**config.mk**
```make
export PLATFORM = sky130hd
export DESIGN_NAME = spi_mbuf_seq
export DESIGN_NICKNAME = d
export VERILOG_FILES = /design/src/rtl/spi_mbuf_pkg.sv /design/src/rtl/spi_mbuf_store.sv /design/src/rtl/spi_mbuf_shift.sv /design/src/rtl/spi_mbuf_seq.sv
export SDC_FILE = /design/constraint.sdc
export NUM_CORES = 1
export LEC_CHECK = 0
export BUFFER_PORTS_ARGS = -buffer_cell sky130_fd_sc_hd__clkbuf_2
export CELL_PAD_IN_SITES_DETAIL_PLACEMENT = 1
export CELL_PAD_IN_SITES_GLOBAL_PLACEMENT = 2
export CORE_UTILIZATION = 50
export CTS_CLUSTER_SIZE = 40
export DETAILED_ROUTE_END_ITERATION = 10
export PLACE_DENSITY_LB_ADDON = 0.1
export REMOVE_ABC_BUFFERS = 1
export SYNTH_ARGS = -nofsm -noshare
export SYNTH_HDL_FRONTEND = slang
export SYNTH_HIERARCHICAL = 1
export SYNTH_SLANG_ARGS = --single-unit
```
**constraint.sdc**
```tcl
create_clock -name clk -period 6.9 [get_ports clk]
set_clock_uncertainty 0.15 [all_clocks]
set_input_delay 0.345 -clock clk [delete_from_list [all_inputs] [get_ports clk]]
set_output_delay 0.345 -clock clk [all_outputs]
set_load 0.005 [all_outputs]
```
**src/rtl/spi_mbuf_pkg.sv**
```systemverilog
package spi_mbuf_pkg;

  typedef enum logic [2:0] {
    ST_IDLE,
    ST_SETUP,
    ST_SHIFT,
    ST_HOLD,
    ST_GAP
  } seq_state_t;

  typedef struct packed {
    logic hold;
    logic lock;
    logic dly;
  } buf_ctrl_t;

endpackage

```
**src/rtl/spi_mbuf_store.sv**
```systemverilog
module spi_mbuf_store
  import spi_mbuf_pkg::*;
#(
  parameter int NBUF = 8,
  parameter int W    = 16,
  localparam int IW  = $clog2(NBUF)
) (
  input  logic          clk,
  input  logic          rst_n,
  input  logic          busy,
  input  logic          wr_en,
  input  logic [IW-1:0] wr_idx,
  input  logic [W-1:0]  wr_data,
  input  buf_ctrl_t     wr_ctrl,
  input  logic [IW-1:0] tx_idx,
  output logic [W-1:0]  tx_data,
  output logic          tx_hold,
  output logic          tx_dly,
  input  logic          rx_we,
  input  logic [IW-1:0] rx_idx,
  input  logic [W-1:0]  rx_data,
  input  logic [IW-1:0] rd_idx,
  output logic [W-1:0]  rd_data
);

  logic [W-1:0] tx_q   [NBUF];
  buf_ctrl_t    ctrl_q [NBUF];
  logic [W-1:0] rx_q   [NBUF];
  logic         wr_ok;

  // write enable: a locked buffer refuses software writes during a pass
  assign wr_ok = wr_en && !(busy && ctrl_q[wr_idx].lock);

  always_ff @(posedge clk or negedge rst_n) begin
    if (!rst_n) begin
      for (int i = 0; i < NBUF; i++) begin
        tx_q[i]   <= '0;
        ctrl_q[i] <= '0;
        rx_q[i]   <= '0;
      end
    end else begin
      if (wr_ok) begin
        tx_q[wr_idx]   <= wr_data;
        ctrl_q[wr_idx] <= wr_ctrl;
      end
      if (rx_we) begin
        rx_q[rx_idx] <= rx_data;
      end
    end
  end

  assign tx_data = tx_q[tx_idx];
  assign tx_hold = ctrl_q[tx_idx].hold;
  assign tx_dly  = ctrl_q[tx_idx].dly;
  assign rd_data = rx_q[rd_idx];

  for (genvar i = 0; i < NBUF; i++) begin : g_lock_chk
    // a blocked write leaves the entry untouched
    p_lock_keep_r11: assert property (@(posedge clk) disable iff (!rst_n)
      (wr_en && busy && wr_idx == IW'(i) && ctrl_q[i].lock) |=> $stable(tx_q[i]));
  end

endmodule

```
**src/rtl/spi_mbuf_shift.sv**
```systemverilog
module spi_mbuf_shift #(
  parameter int W = 16
) (
  input  logic         clk,
  input  logic         rst_n,
  input  logic         load,
  input  logic [W-1:0] load_data,
  input  logic         shift_en,
  input  logic         sample_en,
  input  logic         miso,
  output logic         mosi,
  output logic [W-1:0] rx_word
);

  logic [W-1:0] tx_q, tx_n;
  logic [W-1:0] rx_q, rx_n;

  always_comb begin
    tx_n = tx_q;
    rx_n = rx_q;
    if (load) begin
      tx_n = load_data;
    end else if (shift_en) begin
      tx_n = {tx_q[W-2:0], 1'b0};
    end
    if (sample_en) begin
      rx_n = {rx_q[W-2:0], miso};
    end
  end

  always_ff @(posedge clk or negedge rst_n) begin
    if (!rst_n) begin
      tx_q <= '0;
      rx_q <= '0;
    end else begin
      tx_q <= tx_n;
      rx_q <= rx_n;
    end
  end

  assign mosi    = tx_q[W-1];
  assign rx_word = rx_q;

endmodule

```
**src/rtl/spi_mbuf_seq.sv**
```systemverilog
module spi_mbuf_seq
  import spi_mbuf_pkg::*;
#(
  parameter int NBUF = 8,
  parameter int W    = 16,
  parameter int HALF = 2,
  parameter int GAP  = 4,
  localparam int IW   = $clog2(NBUF),
  localparam int LW   = $clog2(NBUF + 1),
  localparam int BW   = $clog2(W),
  localparam int TMAX = (2 * HALF > GAP) ? 2 * HALF : GAP,
  localparam int TW   = $clog2(TMAX + 1)
) (
  input  logic          clk,
  input  logic          rst_n,
  input  logic          trig,
  input  logic [IW-1:0] cfg_start,
  input  logic [LW-1:0] cfg_len,
  input  logic          wr_en,
  input  logic [IW-1:0] wr_idx,
  input  logic [W-1:0]  wr_data,
  input  logic [2:0]    wr_ctrl,
  input  logic [IW-1:0] rd_idx,
  output logic [W-1:0]  rd_data,
  output logic          busy,
  output logic          done,
  output logic          spi_sclk,
  output logic          spi_mosi,
  input  logic          spi_miso,
  output logic          spi_cs_n
);

  seq_state_t    state_q, state_n;
  logic [TW-1:0] tick_q, tick_n, gap_last;
  logic [BW-1:0] bit_q, bit_n;
  logic [IW-1:0] ptr_q, ptr_n, ptr_inc, load_idx;
  logic [LW-1:0] rem_q, rem_n;
  logic          hold_q, hold_n, dly_q, dly_n, done_q, done_n;
  logic          load, shift_en, sample_en, rx_we;
  logic [W-1:0]  tx_data, rx_word;
  logic          tx_hold, tx_dly;
  buf_ctrl_t     wr_ctrl_s;

  assign wr_ctrl_s = buf_ctrl_t'(wr_ctrl);
  assign ptr_inc   = (ptr_q == IW'(NBUF - 1)) ? '0 : ptr_q + 1'b1;
  assign gap_last  = dly_q ? TW'(GAP - 1) : '0;

  spi_mbuf_store #(.NBUF(NBUF), .W(W)) u_store (
    .clk(clk), .rst_n(rst_n), .busy(busy),
    .wr_en(wr_en), .wr_idx(wr_idx), .wr_data(wr_data), .wr_ctrl(wr_ctrl_s),
    .tx_idx(load_idx), .tx_data(tx_data), .tx_hold(tx_hold), .tx_dly(tx_dly),
    .rx_we(rx_we), .rx_idx(ptr_q), .rx_data(rx_word),
    .rd_idx(rd_idx), .rd_data(rd_data)
  );

  spi_mbuf_shift #(.W(W)) u_shift (
    .clk(clk), .rst_n(rst_n), .load(load), .load_data(tx_data),
    .shift_en(shift_en), .sample_en(sample_en), .miso(spi_miso),
    .mosi(spi_mosi), .rx_word(rx_word)
  );

  always_comb begin
    state_n   = state_q;
    tick_n    = tick_q;
    bit_n     = bit_q;
    ptr_n     = ptr_q;
    rem_n     = rem_q;
    done_n    = done_q;
    load      = 1'b0;
    load_idx  = ptr_q;
    shift_en  = 1'b0;
    sample_en = 1'b0;
    rx_we     = 1'b0;
    unique case (state_q)
      ST_IDLE: begin
        if (trig && cfg_len != '0) begin
          state_n  = ST_SETUP;
          tick_n   = '0;
          ptr_n    = cfg_start;
          rem_n    = cfg_len;
          done_n   = 1'b0;
          load     = 1'b1;
          load_idx = cfg_start;
        end
      end
      ST_SETUP: begin
        if (tick_q == TW'(HALF - 1)) begin
          state_n = ST_SHIFT;
          tick_n  = '0;
          bit_n   = '0;
        end else begin
          tick_n = tick_q + 1'b1;
        end
      end
      ST_SHIFT: begin
        sample_en = (tick_q == TW'(HALF - 1));
        if (tick_q == TW'(2 * HALF - 1)) begin
          shift_en = 1'b1;
          tick_n   = '0;
          if (bit_q == BW'(W - 1)) begin
            state_n = ST_HOLD;
            bit_n   = '0;
          end else begin
            bit_n = bit_q + 1'b1;
          end
        end else begin
          tick_n = tick_q + 1'b1;
        end
      end
      ST_HOLD: begin
        if (tick_q == TW'(HALF - 1)) begin
          rx_we  = 1'b1;
          tick_n = '0;
          if (rem_q != LW'(1) && hold_q) begin
            state_n  = ST_SHIFT;
            bit_n    = '0;
            ptr_n    = ptr_inc;
            rem_n    = rem_q - 1'b1;
            load     = 1'b1;
            load_idx = ptr_inc;
          end else begin
            state_n = ST_GAP;
          end
        end else begin
          tick_n = tick_q + 1'b1;
        end
      end
      ST_GAP: begin
        if (tick_q == gap_last) begin
          tick_n = '0;
          if (rem_q == LW'(1)) begin
            state_n = ST_IDLE;
            done_n  = 1'b1;
          end else begin
            state_n  = ST_SETUP;
            ptr_n    = ptr_inc;
            rem_n    = rem_q - 1'b1;
            load     = 1'b1;
            load_idx = ptr_inc;
          end
        end else begin
          tick_n = tick_q + 1'b1;
        end
      end
      default: state_n = ST_IDLE;
    endcase
    hold_n = load ? tx_hold : hold_q;
    dly_n  = load ? tx_dly  : dly_q;
  end

  always_ff @(posedge clk or negedge rst_n) begin
    if (!rst_n) begin
      state_q <= ST_IDLE;
      tick_q  <= '0;
      bit_q   <= '0;
      ptr_q   <= '0;
      rem_q   <= '0;
      hold_q  <= 1'b0;
      dly_q   <= 1'b0;
      done_q  <= 1'b0;
    end else begin
      state_q <= state_n;
      tick_q  <= tick_n;
      bit_q   <= bit_n;
      ptr_q   <= ptr_n;
      rem_q   <= rem_n;
      hold_q  <= hold_n;
      dly_q   <= dly_n;
      done_q  <= done_n;
    end
  end

  assign busy     = (state_q != ST_IDLE);
  assign done     = done_q;
  assign spi_cs_n = !(state_q == ST_SETUP || state_q == ST_SHIFT || state_q == ST_HOLD);
  assign spi_sclk = (state_q == ST_SHIFT) && (tick_q >= TW'(HALF));

  // an accepted trigger starts a pass and clears done
  p_start_r1: assert property (@(posedge clk) disable iff (!rst_n)
    (!busy && trig && cfg_len != '0) |=> (busy && !done));
  // zero length leaves the block idle and done untouched
  p_len_zero_r9: assert property (@(posedge clk) disable iff (!rst_n)
    (!busy && trig && cfg_len == '0) |=> (!busy && $stable(done)));
  // clock only toggles while the slave is selected
  p_sclk_sel_r4: assert property (@(posedge clk) disable iff (!rst_n)
    spi_sclk |-> !spi_cs_n);
  // done rises exactly when busy falls
  p_done_end_r8: assert property (@(posedge clk) disable iff (!rst_n)
    $rose(done) |-> ($fell(busy)));
  // select goes high only from the hold phase of a frame
  p_release_r6: assert property (@(posedge clk) disable iff (!rst_n)
    $rose(spi_cs_n) |-> $past(state_q == ST_HOLD));

endmodule

```
# Yosys cells after proc, flatten, opt, wreduce, memory -nomap -nowiden
# Index checks and enable logic that the tools add are counted.
[totals] regBits=332 output_inout_bits=21
[classes] eq_ne=20 n_bitwise=4 mux=72 reduce_logical=25 magnitude_cmp=7 addsub=4
[ops] op="$bwmux 128" count=2
[ops] op="$mux 16" count=8
[ops] op="$bmux 16 s3" count=2
[ops] op="$demux 16 s3" count=2
[ops] op="$mux 3" count=20
[ops] op="$mux 4" count=10
[ops] op="$bwmux 24" count=1
[ops] op="$pmux 4 s3" count=2
[ops] op="$bmux 3 s3" count=2
[ops] op="$ne 2x2->1 const B" count=9
[ops] op="$ge 4x4->1 const B" count=4
[ops] op="$not 3->4" count=4
[ops] op="$pmux 3 s5" count=1
[ops] op="$mux 1" count=14
[ops] op="$pmux 3 s4" count=1
[ops] op="$reduce_and 6->1" count=2
[ops] op="$demux 3 s3" count=1
[ops] op="$eq 3x2->1 const B" count=3
[ops] op="$pmux 3 s3" count=1
[ops] op="$reduce_bool 3->1" count=3
[ops] op="$lt 4x1->1 const B" count=2
[ops] op="$reduce_bool 4->1" count=2
[ops] op="$logic_and 1x1->1" count=7
[ops] op="$add 3x1->3 const B" count=2
[ops] op="other kinds (20)" count=27

# Logic depth before layout (Yosys ltp)
# Gate-level depths: netlist (run 1).
[depth] depth_word=10 mapped_depth=13 ltp_nobuf=11

# Cells and area by module
# Netlist (run 1), hierarchy kept.
[by_module_without_submodules] module="spi_mbuf_store" area_per_inst_um2=12824.8 seq_area_each_um2=7006.7 n_inst=1 cells_each=746
[by_module_without_submodules] module="spi_mbuf_shift" area_per_inst_um2=1391.3 seq_area_each_um2=800.8 n_inst=1 cells_each=103
[by_module_without_submodules] module="spi_mbuf_seq" area_per_inst_um2=1326.3 seq_area_each_um2=500.5 n_inst=1 cells_each=140

# Worst setup path before layout (run 1)
# OpenSTA, ideal clock, no wires.
[synth_timing] path_kind="flip-flop to flip-flop" from="reg rem_q[0]" to="reg hold_q" required_ns=6.623 slack_ns=3.397 arrival_time_ns=3.226 n_path_buf=2 synth_period_minus_slack_ns=3.503 path_stages_with_launch=12 cell_sequence="dfrtp_1 -> ha_1 -> or3b_1 -> or4b_1 -> o21a_2 -> and2_4 -> a221o_1 -> buf_2 -> buf_2 -> mux4_2 -> mux2_2 -> mux2_1"
[synth_between] elab_chain_len=9 word_cells_on_any_way=17 cone_classes="2 x eq/ne; 13 x mux; 1 x bitwise; 1 x reduce/logical"
[synth_rtl] element="start: declaration" line_no="spi_mbuf_seq.sv:37" source="logic [LW-1:0] rem_q, rem_n;"
[synth_rtl] element="start signal: assignment" line_no="spi_mbuf_seq.sv:166" source="rem_q <= rem_n;"
[synth_rtl] element="$ne 4x1->1" line_no="spi_mbuf_seq.sv:114" source="if (rem_q != LW'(1) && hold_q) begin"
[synth_rtl] element="$logic_and 1x1->1" line_no="spi_mbuf_seq.sv:114"
[synth_rtl] element="$mux 3 (2 in series)"
[synth_rtl] element="$pmux 3 s3 (*)"
[synth_rtl] element="net load_idx[0]" line_no="spi_mbuf_seq.sv:36" source="logic [IW-1:0] ptr_q, ptr_n, ptr_inc, load_idx;"
[synth_rtl] element="$not 3->4 (not written as such) (*)" line_no="spi_mbuf_store.sv:53" source="assign tx_hold = ctrl_q[tx_idx].hold;"
[synth_rtl] element="$bmux 3 s3 (*)" line_no="spi_mbuf_store.sv:53"
[synth_rtl] element="$mux 3 (*) (2 in series)"
[synth_rtl] element="net tx_hold" line_no="spi_mbuf_seq.sv:41" source="logic tx_hold, tx_dly;"
[synth_rtl] element="end signal: assignment" line_no="spi_mbuf_seq.sv:167" source="hold_q <= hold_n;"
[synth_rtl] element="end: declaration" line_no="spi_mbuf_seq.sv:38" source="logic hold_q, hold_n, dly_q, dly_n, done_q, done_n;"
# Mark *: on every way through the listed nets, which the timed path passes. The rest lies on a longest branch. The select of a mux whose other input is x is not followed.
# A chain may end at the register's enable or synchronous reset.

# Final worst setup path (run 1)
[layout_timing] from="in cfg_len[0]" to="reg hold_q"
[layout_between] elab_chain_len=8 word_cells_on_any_way=10 cone_classes="7 x mux; 1 x bitwise; 2 x reduce/logical"
[layout_rtl] element="start: declaration" line_no="spi_mbuf_seq.sv:18" source="input logic [LW-1:0] cfg_len,"
[layout_rtl] element="$reduce_bool 4->1" line_no="spi_mbuf_seq.sv:76" source="if (trig && cfg_len != '0) begin"
[layout_rtl] element="$logic_and 1x1->1" line_no="spi_mbuf_seq.sv:76"
[layout_rtl] element="$mux 3"
[layout_rtl] element="$pmux 3 s3"
[layout_rtl] element="net load_idx[0]" line_no="spi_mbuf_seq.sv:36"
[layout_rtl] element="$not 3->4 (not written as such)" line_no="spi_mbuf_store.sv:53"
[layout_rtl] element="$bmux 3 s3" line_no="spi_mbuf_store.sv:53"
[layout_rtl] element="$mux 3 (2 in series)"
[layout_rtl] element="net tx_hold" line_no="spi_mbuf_seq.sv:41"
# The timed path passes the listed nets, and every way through them passes these cells. The select of a mux whose other input is x is not followed.

==> summary.txt, run 1 <==
Status
  – Status: finished clean

Cells and area
  – Sequential cell area: 8310 um2
  – # fillers: 2834
  – Area of the multi-input gates: 6810 um2
  – Final nets: 1103
  – Layout cells sized above 1: 0.470
  – Antenna cell count: 0
  – Synth-to-Final Area Change: 12.3%

STA
  – Fin. Hold Viols: 0
  – Final period util: 0.613
  – Max Fclk: 237 MHz
  – Unrepaired setup endpoints after global routing: no
  – Worst setup margin: 2.67 ns
  – Final slew viol count: 0
  – Worst-Margin Slew: 1.03 ns
  – Final setup violation count: 0
  – Slew HR: 0.313
  – Period minus WS final: 4.23 ns
  – Aggregate negative setup slack: 0 ns

GRT
  – First-pass GRT wire length: 55.3 mm
  – Initial antenna violation count: 0
  – Number of global-route vias before repair: 9647
  – GRT Util Overall: 0.229
  – Largest net degree at the start of global routing: 157
  – Remaining global-route overflow: 0

Floorplan
  – Initial Utilization: 0.508
  – I/O pin total: 58
  – Die Y: 178 um
  – Die area: 31800 um2
  – # rows: 64
  – Core area: 30600 um2
  – Die span in x: 178 um

Worst setup path
  – Crit Path Max Fanout: 22
  – Critical Path End Type: flip-flop
  – Critical Path RT: 7.15 ns
  – CP Launch Type: input pin
  – CP peak stage delay: 0.84 ns
  – Worst Path Arrival: 4.48 ns
  – Crit path buf inv count: 3
  – CP Cell Sequence: dlygate4sd3_1 -> clkbuf_2 -> o41ai_1 -> or2_2 -> and2_4 -> a221o_2 -> buf_4 -> mux4_2 -> mux2_2 -> mux2_1
  – Slowest CP cell: o41ai_1
  – Family with the most delay on the worst path: compound AO/OA/AOI/OAI gates
  – CP Class: in2reg

Synth
  – Area leader, netlist: dfrtp_1
  – Share of the synthesized area in the top cell type: 0.535
  – Unique cell type count in the Yosys netlist: 64
  – Asr flop ratio synth: 1.00
  – FF+latch count, synth: 332
  – Most numerous cell in the Yosys netlist: dfrtp_1
  – Cell area after synthesis: 15500 um2
  – Post-synth EDFFs: 0
  – Top post-synthesis cells by area: dfrtp_1 (53%), mux2_2 (18%), mux4_2 (10%), mux2_1 (3.9%), mux2_4 (2.9%)
  – Register area share after synthesis: 0.535
  – Yosys warns: 6
  – Post-Syn Instances: 989
  – Commonest cells post-synth: dfrtp_1 (332), mux2_2 (249), mux4_2 (69)
  – Avg Inst Size Synth: 15.7 um2
  – Post-synth top flop: dfrtp_1

Clocking
  – CTS tree: yes
  – Clk buf depth: 3
  – Root buffer cell: clkbuf_16
  – PostCTS Resize Cnt: 0
  – Clk slew on worst S/H paths: 0.06 ns
  – CTS H-tree depth: 2
  – CTS Sinks: 332
  – Worst-Skew Late Latency: 0.53 ns
  – CTS Buf Count: 37

Power and ir drop
  – Combinational Power Share: 0.099
  – Total power: 0.00477 W
  – Leak Pwr: 7.92 nW
  – P_int: 0.00367 W
  – Peak supply drop: 0.195 mV
  – Clock power frac: 0.426
  – Pwr dens: 273 nW/um2
  – Seq pwr share: 0.475
  – Switch Pwr: 0.00110 W
  – Sw frac: 0.230

Job
  – Max-cap violations: 0

Drt
  – WL/cell: 23.0 um
  – Via count: 8651
  – Vias/cell: 5.84
  – Drt drc: 0
  – Antenna Nets Post-Route: 0
  – Final wirelength: 34.1 mm
  – Drt first pass iters: 4
  – 1st-iter DRT viols: 392

Placed design
  – GPL Wtd Cong: 0.741
  – Pre-CTS setup slack: 2.65 ns
  – DP Wirelength: 20.0 mm
  – Port-buffer cells: 57

Worst hold path
  – Hold WC Path Type: in2reg
layer usage:
layer,share of wire,vias to the layer above,GRT usage
met3,0.032,56,0.0332
met1,0.42,4627,0.294
met2,0.52,126,0.405
met4,0.020,0,0.0597
met5,0,-,0
li1,-,3842,-
flip-flops by register name, summed over array words and instances, names as in the netlist:
| register | cells |
|---|---|
| bit_q | 4 |
| dly_q | 1 |
| done | 1 |
| hold_q | 1 |
| ptr_q | 3 |
| rem_q | 4 |
| state_q | 3 |
| tick_q | 3 |
| u_shift/rx_word | 16 |
| u_shift/tx_q | 16 |
| u_store/ctrl_q | 24 |
| u_store/rx_q | 128 |
| u_store/tx_q | 128 |
final timing paths:
kind / slack, ns / from / cells after the start / endpoint
max: 2.67 / cfg_len[0] / 10 / hold_q
min: 0.02 / wr_data[10] / 2 / u_store/tx_q[74]
max reg2reg: 2.77 / rem_q[1] / 11 / hold_q
min reg2reg: 0.33 / u_store/tx_q[75] / 1 / u_store/tx_q[75]
max in group asynchronous: 4.76 / rst_n / 3 / rem_q[3]
min in group asynchronous: 0.27 / rst_n / 2 / bit_q[1]
power by group through the flow:
stage | Combinational [W] | Clock (W) | Sequential, W
final | 0.000471 | 0.00203 | 0.00226
after global placement | 0.000457 | 0 | 0.00228
after detailed placement | 0.000475 | 0 | 0.00229
after CTS | 0.000480 | 0.00209 | 0.00226
after global routing | 0.000518 | 0.00216 | 0.00229
after floorplan | 0.000346 | 0 | 0.00225
through the flow:
step	hold WS [ns]	util	cells	instance area [um2]
2_1_floorplan	-0.101	-	935	15200
3_3_place_gp	0.283	0.527	1406	16100
3_5_place_dp	0.277	0.527	1406	16100
4_1_cts	0.000480	0.570	1481	17400
5_1_grt	0.0178	0.570	1481	17400
6_report	0.0155	0.570	1481	17400
layout make-up:
| type | count | area share |
|---|---|---|
| Tap cell | 396 | 0.0284 |
| Sequential cell | 332 | 0.476 |
| Multi-Input combinational cell | 590 | 0.390 |
| Inverter | 13 | 0.00308 |
| Timing Repair Buffer | 82 | 0.0294 |
| Clock inverter | 16 | 0.0120 |
| Clock buffer | 52 | 0.0609 |
placed cells by master, fill, tap and decap left out, types with 9 or more instances in the layout:
| cell type | n |
|---|---|
| o21ai_0 | 23 |
| clkbuf_2 | 56 |
| inv_1 | 11 |
| dfrtp_1 | 332 |
| a21oi_1 | 10 |
| o21ai_1 | 9 |
| mux2_2 | 249 |
| nand2_1 | 23 |
| buf_4 | 17 |
| mux2i_1 | 16 |
| clkbuf_16 | 37 |
| nor2_1 | 12 |
| mux4_2 | 69 |
| mux2_4 | 30 |
| ha_1 | 10 |
| mux2_1 | 54 |
repair_timing:
item	4_1_cts	5_1_grt
hold endpoints to repair	108	0
buffers inserted	0	0
hold buffers	7	0
cells by family (layout without fill, tap and decap cells):
kind of cell | Yosys count | count (layout) | share of synthesized area
and+or+nand+nor | 92 | 92 | 0.0378
AOI/OAI and AO/OA | 70 | 70 | 0.0328
muxes | 418 | 418 | 0.359
DFF | 332 | 332 | 0.535
buffers and inverters | 67 | 163 | 0.0279
adders and majority gates | 10 | 10 | 0.00805
No activity file was read; power rests on OpenSTA's default activity.
==> inputs of run 2 (changes only) <==
Settings changed: CORE_UTILIZATION 50 to 46.
Clock period 6.9 ns to 3.9 ns, I/O delays scaled along.
==> run 2 against run 1 <==
Global-route usage shrank 1.5 points; routed wire length grew 0.89%; non-clock buffer count grew 35.
==> summary.txt, run 2 (same netlist as run 1, synthesis figures left out) <==
Drt
  – Drt drc: 0
  – 1st-iter DRT viols: 354
  – Via count: 8684
  – Final wirelength: 34.4 mm
  – Vias/cell: 5.58
  – Antenna Nets Post-Route: 0
  – WL/cell: 22.1 um
  – Drt first pass iters: 4

Floorplan
  – Die Y: 186 um
  – Core area: 32900 um2
  – Die span in x: 186 um
  – Initial Utilization: 0.473
  – Die area: 34500 um2
  – I/O pin total: 58
  – # rows: 66

Cells and area
  – Top Registers: u_store/rx_q: 128 flops, u_store/tx_q: 128 flops, u_store/ctrl_q: 24 flops
  – Commonest non-fill, non-tap cells in the layout: dfrtp_1 (332), mux2_2 (249), mux4_2 (69)
  – Non-filler cells, final: 1557
  – Area of the multi-input gates: 6840 um2
  – Commonest non-fill, non-tap cell in the layout: dfrtp_1
  – Sequential cell area: 8310 um2
  – Final nets: 1139
  – Layout cells sized above 1: 0.463
  – # fillers: 3174
  – Synth-to-Final Area Change: 14.1%

Worst setup path
  – R2R Setup Slk: 0.31 ns
  – RR Startpoint: rem_q[0]
  – Critical Path End Type: flip-flop
  – CP Class: reg2reg
  – Crit Path Max Fanout: 27
  – CP Launch Type: flip-flop
  – Critical R2R Capture: u_shift/tx_q[13]
  – CP Cell Sequence: ha_1 -> or3b_1 -> or4b_1 -> o21a_2 -> nor3b_1 -> a221o_2 -> buf_4 -> mux4_2 -> mux2_2 -> nand2_1 -> o21ai_0
  – Worst Path Arrival: 3.82 ns
  – Critical Path RT: 4.13 ns
  – CP peak stage delay: 0.45 ns
  – Worst Reg2Reg Path Length in Cells: 11
  – Slowest CP cell: or4b_1

Power and ir drop
  – Switch Pwr: 0.00191 W
  – Sw frac: 0.235
  – Pwr dens: 458 nW/um2
  – Clock power frac: 0.403
  – P_int: 0.00622 W
  – Seq pwr share: 0.492
  – Peak supply drop: 0.355 mV
  – Leak Pwr: 8.02 nW
  – Combinational Power Share: 0.105

Clocking
  – CTS H-tree depth: 2
  – CTS tree: yes
  – Clk buf depth: 3
  – CTS Sinks: 332
  – Worst-Skew Late Latency: 0.52 ns
  – Postcts setup bufs: 0
  – CTS Buf Count: 38
  – Root buffer cell: clkbuf_16
  – Clk slew on worst S/H paths: 0.06 ns

Worst hold path
  – Startpoint of the worst hold path: wr_en
  – Hold WC Path Type: in2reg
  – Hold endpoint: u_store/ctrl_q[13]
  – Worst hold stages: 3

STA
  – Worst-Margin Slew: 1.00 ns
  – Final slew viol count: 0
  – Unrepaired setup endpoints after global routing: no
  – Final setup violation count: 0
  – Fin. Hold Viols: 0
  – Min Hold Slack: 0.0195 ns
  – Final period util: 0.921
  – Period minus WS final: 3.59 ns
  – Max Fclk: 278 MHz
  – Slew HR: 0.332

Placed design
  – DP Wirelength: 19.9 mm
  – Port-buffer cells: 57
  – Inst Count DP: 1468
  – GPL Wtd Cong: 0.735

GRT
  – First-pass GRT wire length: 56.4 mm
  – GRT Util Overall: 0.214
  – Number of global-route vias before repair: 9692
  – Remaining global-route overflow: 0
  – Initial antenna violation count: 1
  – Largest net degree at the start of global routing: 99

Status
  – Status: finished clean

Job
  – Max-cap violations: 0
-- run 2: routing by layer --
| metal | part of all wire | GRT usage |
|---|---|---|
| met1 | 0.45 | 0.287 |
| met2 | 0.51 | 0.372 |
| met3 | 0.025 | 0.0284 |
| met4 | 0.014 | 0.0439 |
| met5 | 0 | 0 |
-- run 2: power groups by stage --
| stage | sequential, W | clock [W] | combinational [W] |
|---|---|---|---|
| 2_1_floorplan | 0.00398 | 0 | 0.000612 |
| 3_3_place_gp | 0.00405 | 0 | 0.000822 |
| 3_5_place_dp | 0.00405 | 0 | 0.000851 |
| 4_1_cts | 0.00400 | 0.00338 | 0.000876 |
| 5_1_grt | 0.00404 | 0.00352 | 0.000944 |
| 6_report | 0.00400 | 0.00328 | 0.000857 |
-- run 2: what timing repair did --
action / CTS / global route
setup endpoints to repair: 0 / 5
hold endpoints to repair: 253 / 0
resized for setup: 0 / 1
hold buffers: 26 / 0
-- run 2: area by class of cell --
cell class,instances,area share
Sequential cell,332,0.468
Inverter,13,0.00303
Clock inverter,8,0.00346
Timing Repair Buffer,117,0.0485
Antenna cell,1,0.000141
Clock buffer,54,0.0598
Tap cell,442,0.0312
Multi-Input combinational cell,590,0.386
-- run 2: worst max-delay path by stage --
| stage | slack [ns] | to | depth (start not counted) | startpoint |
|---|---|---|---|---|
| after global placement | 0.28 | u_shift/tx_q[2] | 11 | rem_q[0] |
| after global routing | 0.13 | u_shift/tx_q[13] | 11 | rem_q[0] |
| after CTS | 0.14 | u_shift/tx_q[13] | 12 | rem_q[1] |
| after floorplan | -0.52 | dly_q | 9 | rem_q[0] |
| after detailed placement | 0.14 | u_shift/tx_q[13] | 12 | rem_q[1] |
| final | 0.31 | u_shift/tx_q[13] | 11 | rem_q[0] |
-- run 2: worst max-delay path: cells and delay by family, from the launching register on --
family          cells  cell delay [ns]
simple gates        4             0.95
compound gates      3             0.63
mux                 2             0.63
buf+inv             1             0.45
flops               1             0.42
fa+ha+maj           1             0.20
-- run 2: metrics by stage --
step	setup slack [ns]	util	cell area, um2	TNS (ns)	power, W
final	0.307	0.540	17700	0	0.00813
after CTS	0.136	0.539	17700	0	0.00825
after floorplan	-0.519	-	15200	-6.70	0.00459
after detailed placement	0.142	0.497	16300	0	0.00490
after global routing	0.128	0.540	17700	0	0.00850
after global placement	0.276	0.497	16300	0	0.00487
==> inputs of run 3 (changes only) <==
Settings changed: CORE_MARGIN set to 2.
==> run 3 against run 2 <==
Total power is 5.3% higher; utilization decreased by 0.18 points; clock power rose by 13%; non-clock buffer count up 4; sequential share of layout area down 0.55 points; highest routed layer unchanged.
==> summary.txt, run 3 (same netlist as run 1, synthesis figures left out) <==
Worst hold path
  – Hold WC Path Type: in2reg
  – Worst hold stages: 3

GRT
  – Largest net degree at the start of global routing: 120
  – First-pass GRT wire length: 57.2 mm
  – Number of global-route vias before repair: 9825
  – GRT Util Overall: 0.206
  – Initial antenna violation count: 0
  – Remaining global-route overflow: 0

Floorplan
  – Initial Utilization: 0.466
  – Die area: 35300 um2
  – Die Y: 188 um
  – I/O pin total: 58
  – Core area: 33400 um2
  – # rows: 67
  – Die span in x: 188 um

Worst setup path
  – Worst Path Arrival: 3.78 ns
  – CP Class: reg2reg
  – Critical Path End Type: flip-flop
  – Crit Path Max Fanout: 17
  – CP Launch Type: flip-flop
  – CP Cell Sequence: ha_1 -> or3b_1 -> or4b_1 -> o21a_2 -> and2_4 -> a221o_2 -> buf_4 -> mux4_2 -> mux2_2 -> nand2_1 -> o21ai_0
  – Worst Reg2Reg Path Length in Cells: 11
  – Family with the most delay on the worst path: simple AND/OR/NAND/NOR gates
  – Crit path buf inv count: 1
  – Slowest CP cell: a221o_2
  – Levels on crit path: 11
  – CP peak stage delay: 0.55 ns
  – Critical Path RT: 4.14 ns

STA
  – Period minus WS final: 3.55 ns
  – Slew HR: 0.311
  – Final setup violation count: 0
  – Unrepaired setup endpoints after global routing: no
  – Final period util: 0.909
  – Worst-Margin Slew: 1.03 ns
  – Fin. Hold Viols: 0
  – Worst setup margin: 0.354 ns
  – Final slew viol count: 0
  – Max Fclk: 282 MHz

Clocking
  – CTS tree: yes
  – Postcts setup bufs: 0
  – Worst-Skew Late Latency: 0.52 ns
  – Clk slew on worst S/H paths: 0.06 ns
  – CTS H-tree depth: 2
  – CTS Buf Count: 39
  – Clk buf depth: 3
  – CTS Sinks: 332
  – Root buffer cell: clkbuf_16

Placed design
  – Pre-CTS setup slack: 0.257 ns
  – Inst Count DP: 1476
  – Port-buffer cells: 57
  – GPL Wtd Cong: 0.710
  – DP Wirelength: 20.4 mm
  – Placed cell areas: 16300 um2

Cells and area
  – Top Registers: u_store/rx_q: 128 flops, u_store/tx_q: 128 flops, u_store/ctrl_q: 24 flops
  – Commonest non-fill, non-tap cell in the layout: dfrtp_1
  – Util after Layout: 0.538
  – Antenna cell count: 0
  – # fillers: 3213
  – Non-filler cells, final: 1572
  – Synth-to-Final Area Change: 15.5%
  – Final instance area: 18000 um2
  – Layout cells sized above 1: 0.471
  – Commonest non-fill, non-tap cells in the layout: dfrtp_1 (332), mux2_2 (249), mux4_2 (69)
  – Final nets: 1144

Drt
  – WL/cell: 22.1 um
  – Antenna Nets Post-Route: 0
  – Final wirelength: 34.7 mm
  – Vias/cell: 5.58
  – Via count: 8764
  – Drt drc: 0
  – 1st-iter DRT viols: 311
  – Drt first pass iters: 4

Status
  – Status: finished clean

Power and ir drop
  – Peak supply drop: 0.322 mV
  – Leak Pwr: 8.14 nW
  – Pwr dens: 477 nW/um2

Job
  – Max-cap violations: 0
-- run 3: cell count changes in the layout (fill, tap and decap cells not counted), moves of 2 or more --
cell,delta
clkbuf_8,+6
clkbuf_1,-5
bufinv_16,+3
clkbuf_16,+2
dlygate4sd3_1,+2
nor3_2,+2
nor3_4,-2
nor3b_2,+2
nor3b_4,-2
-- run 3: per-layer routing --
metal / vias up / track usage / share of wire
met2: 107 / 0.356 / 0.51
met3: 43 / 0.0296 / 0.029
met5: - / 0 / 0
met1: 4690 / 0.278 / 0.45
li1: 3924 / - / -
met4: 0 / 0.0439 / 0.015
-- run 3: path summary, 6_finish.rpt --
check | endpoint | slack [ns] | from
setup / recovery | u_shift/tx_q[15] | 0.35 | rem_q[0]
hold / removal | u_store/ctrl_q[13] | 0.08 | wr_idx[0]
setup reg to reg | u_shift/tx_q[15] | 0.35 | rem_q[0]
hold reg to reg | u_store/tx_q[86] | 0.33 | u_store/tx_q[86]
max in group asynchronous | u_store/tx_q[70] | 2.46 | rst_n
min in group asynchronous | bit_q[3] | 0.18 | rst_n
-- run 3: final cells by class --
| type | instances | area [um2] | share of cell area |
|---|---|---|---|
| Clock buffer | 57 | 1170 | 0.0654 |
| Clock inverter | 11 | 149 | 0.00829 |
| Multi-Input combinational cell | 590 | 6810 | 0.379 |
| Timing Repair Buffer | 121 | 900 | 0.0501 |
| Tap cell | 448 | 561 | 0.0312 |
| Inverter | 13 | 53.8 | 0.00300 |
| Sequential cell | 332 | 8310 | 0.463 |
-- run 3: metrics by stage --
stage          power [W]  setup TNS [ns]  hold slack (ns)
2_1_floorplan    0.00459           -6.70           -0.251
3_3_place_gp     0.00487               0            0.229
3_5_place_dp     0.00492               0            0.227
4_1_cts          0.00869               0           0.0591
5_1_grt          0.00896               0           0.0945
6_report         0.00857               0           0.0791
-- run 3: what timing repair did --
item,CTS,global route
gates resized for setup,0,1
endpoints found under the hold margin,272,0
hold buffers,28,0
setup endpoints to repair,0,10
-- run 3: worst min-delay path, cell delays in order --
cell,delay [ns]
clkbuf_2,0.19
nand4b_1,0.23
o21ai_0,0.09
-- run 3: power breakdown --
part           internal (W)  switching, W
clock network       0.00229       0.00141
registers           0.00380      0.000200
logic              0.000534      0.000334
total               0.00662       0.00194
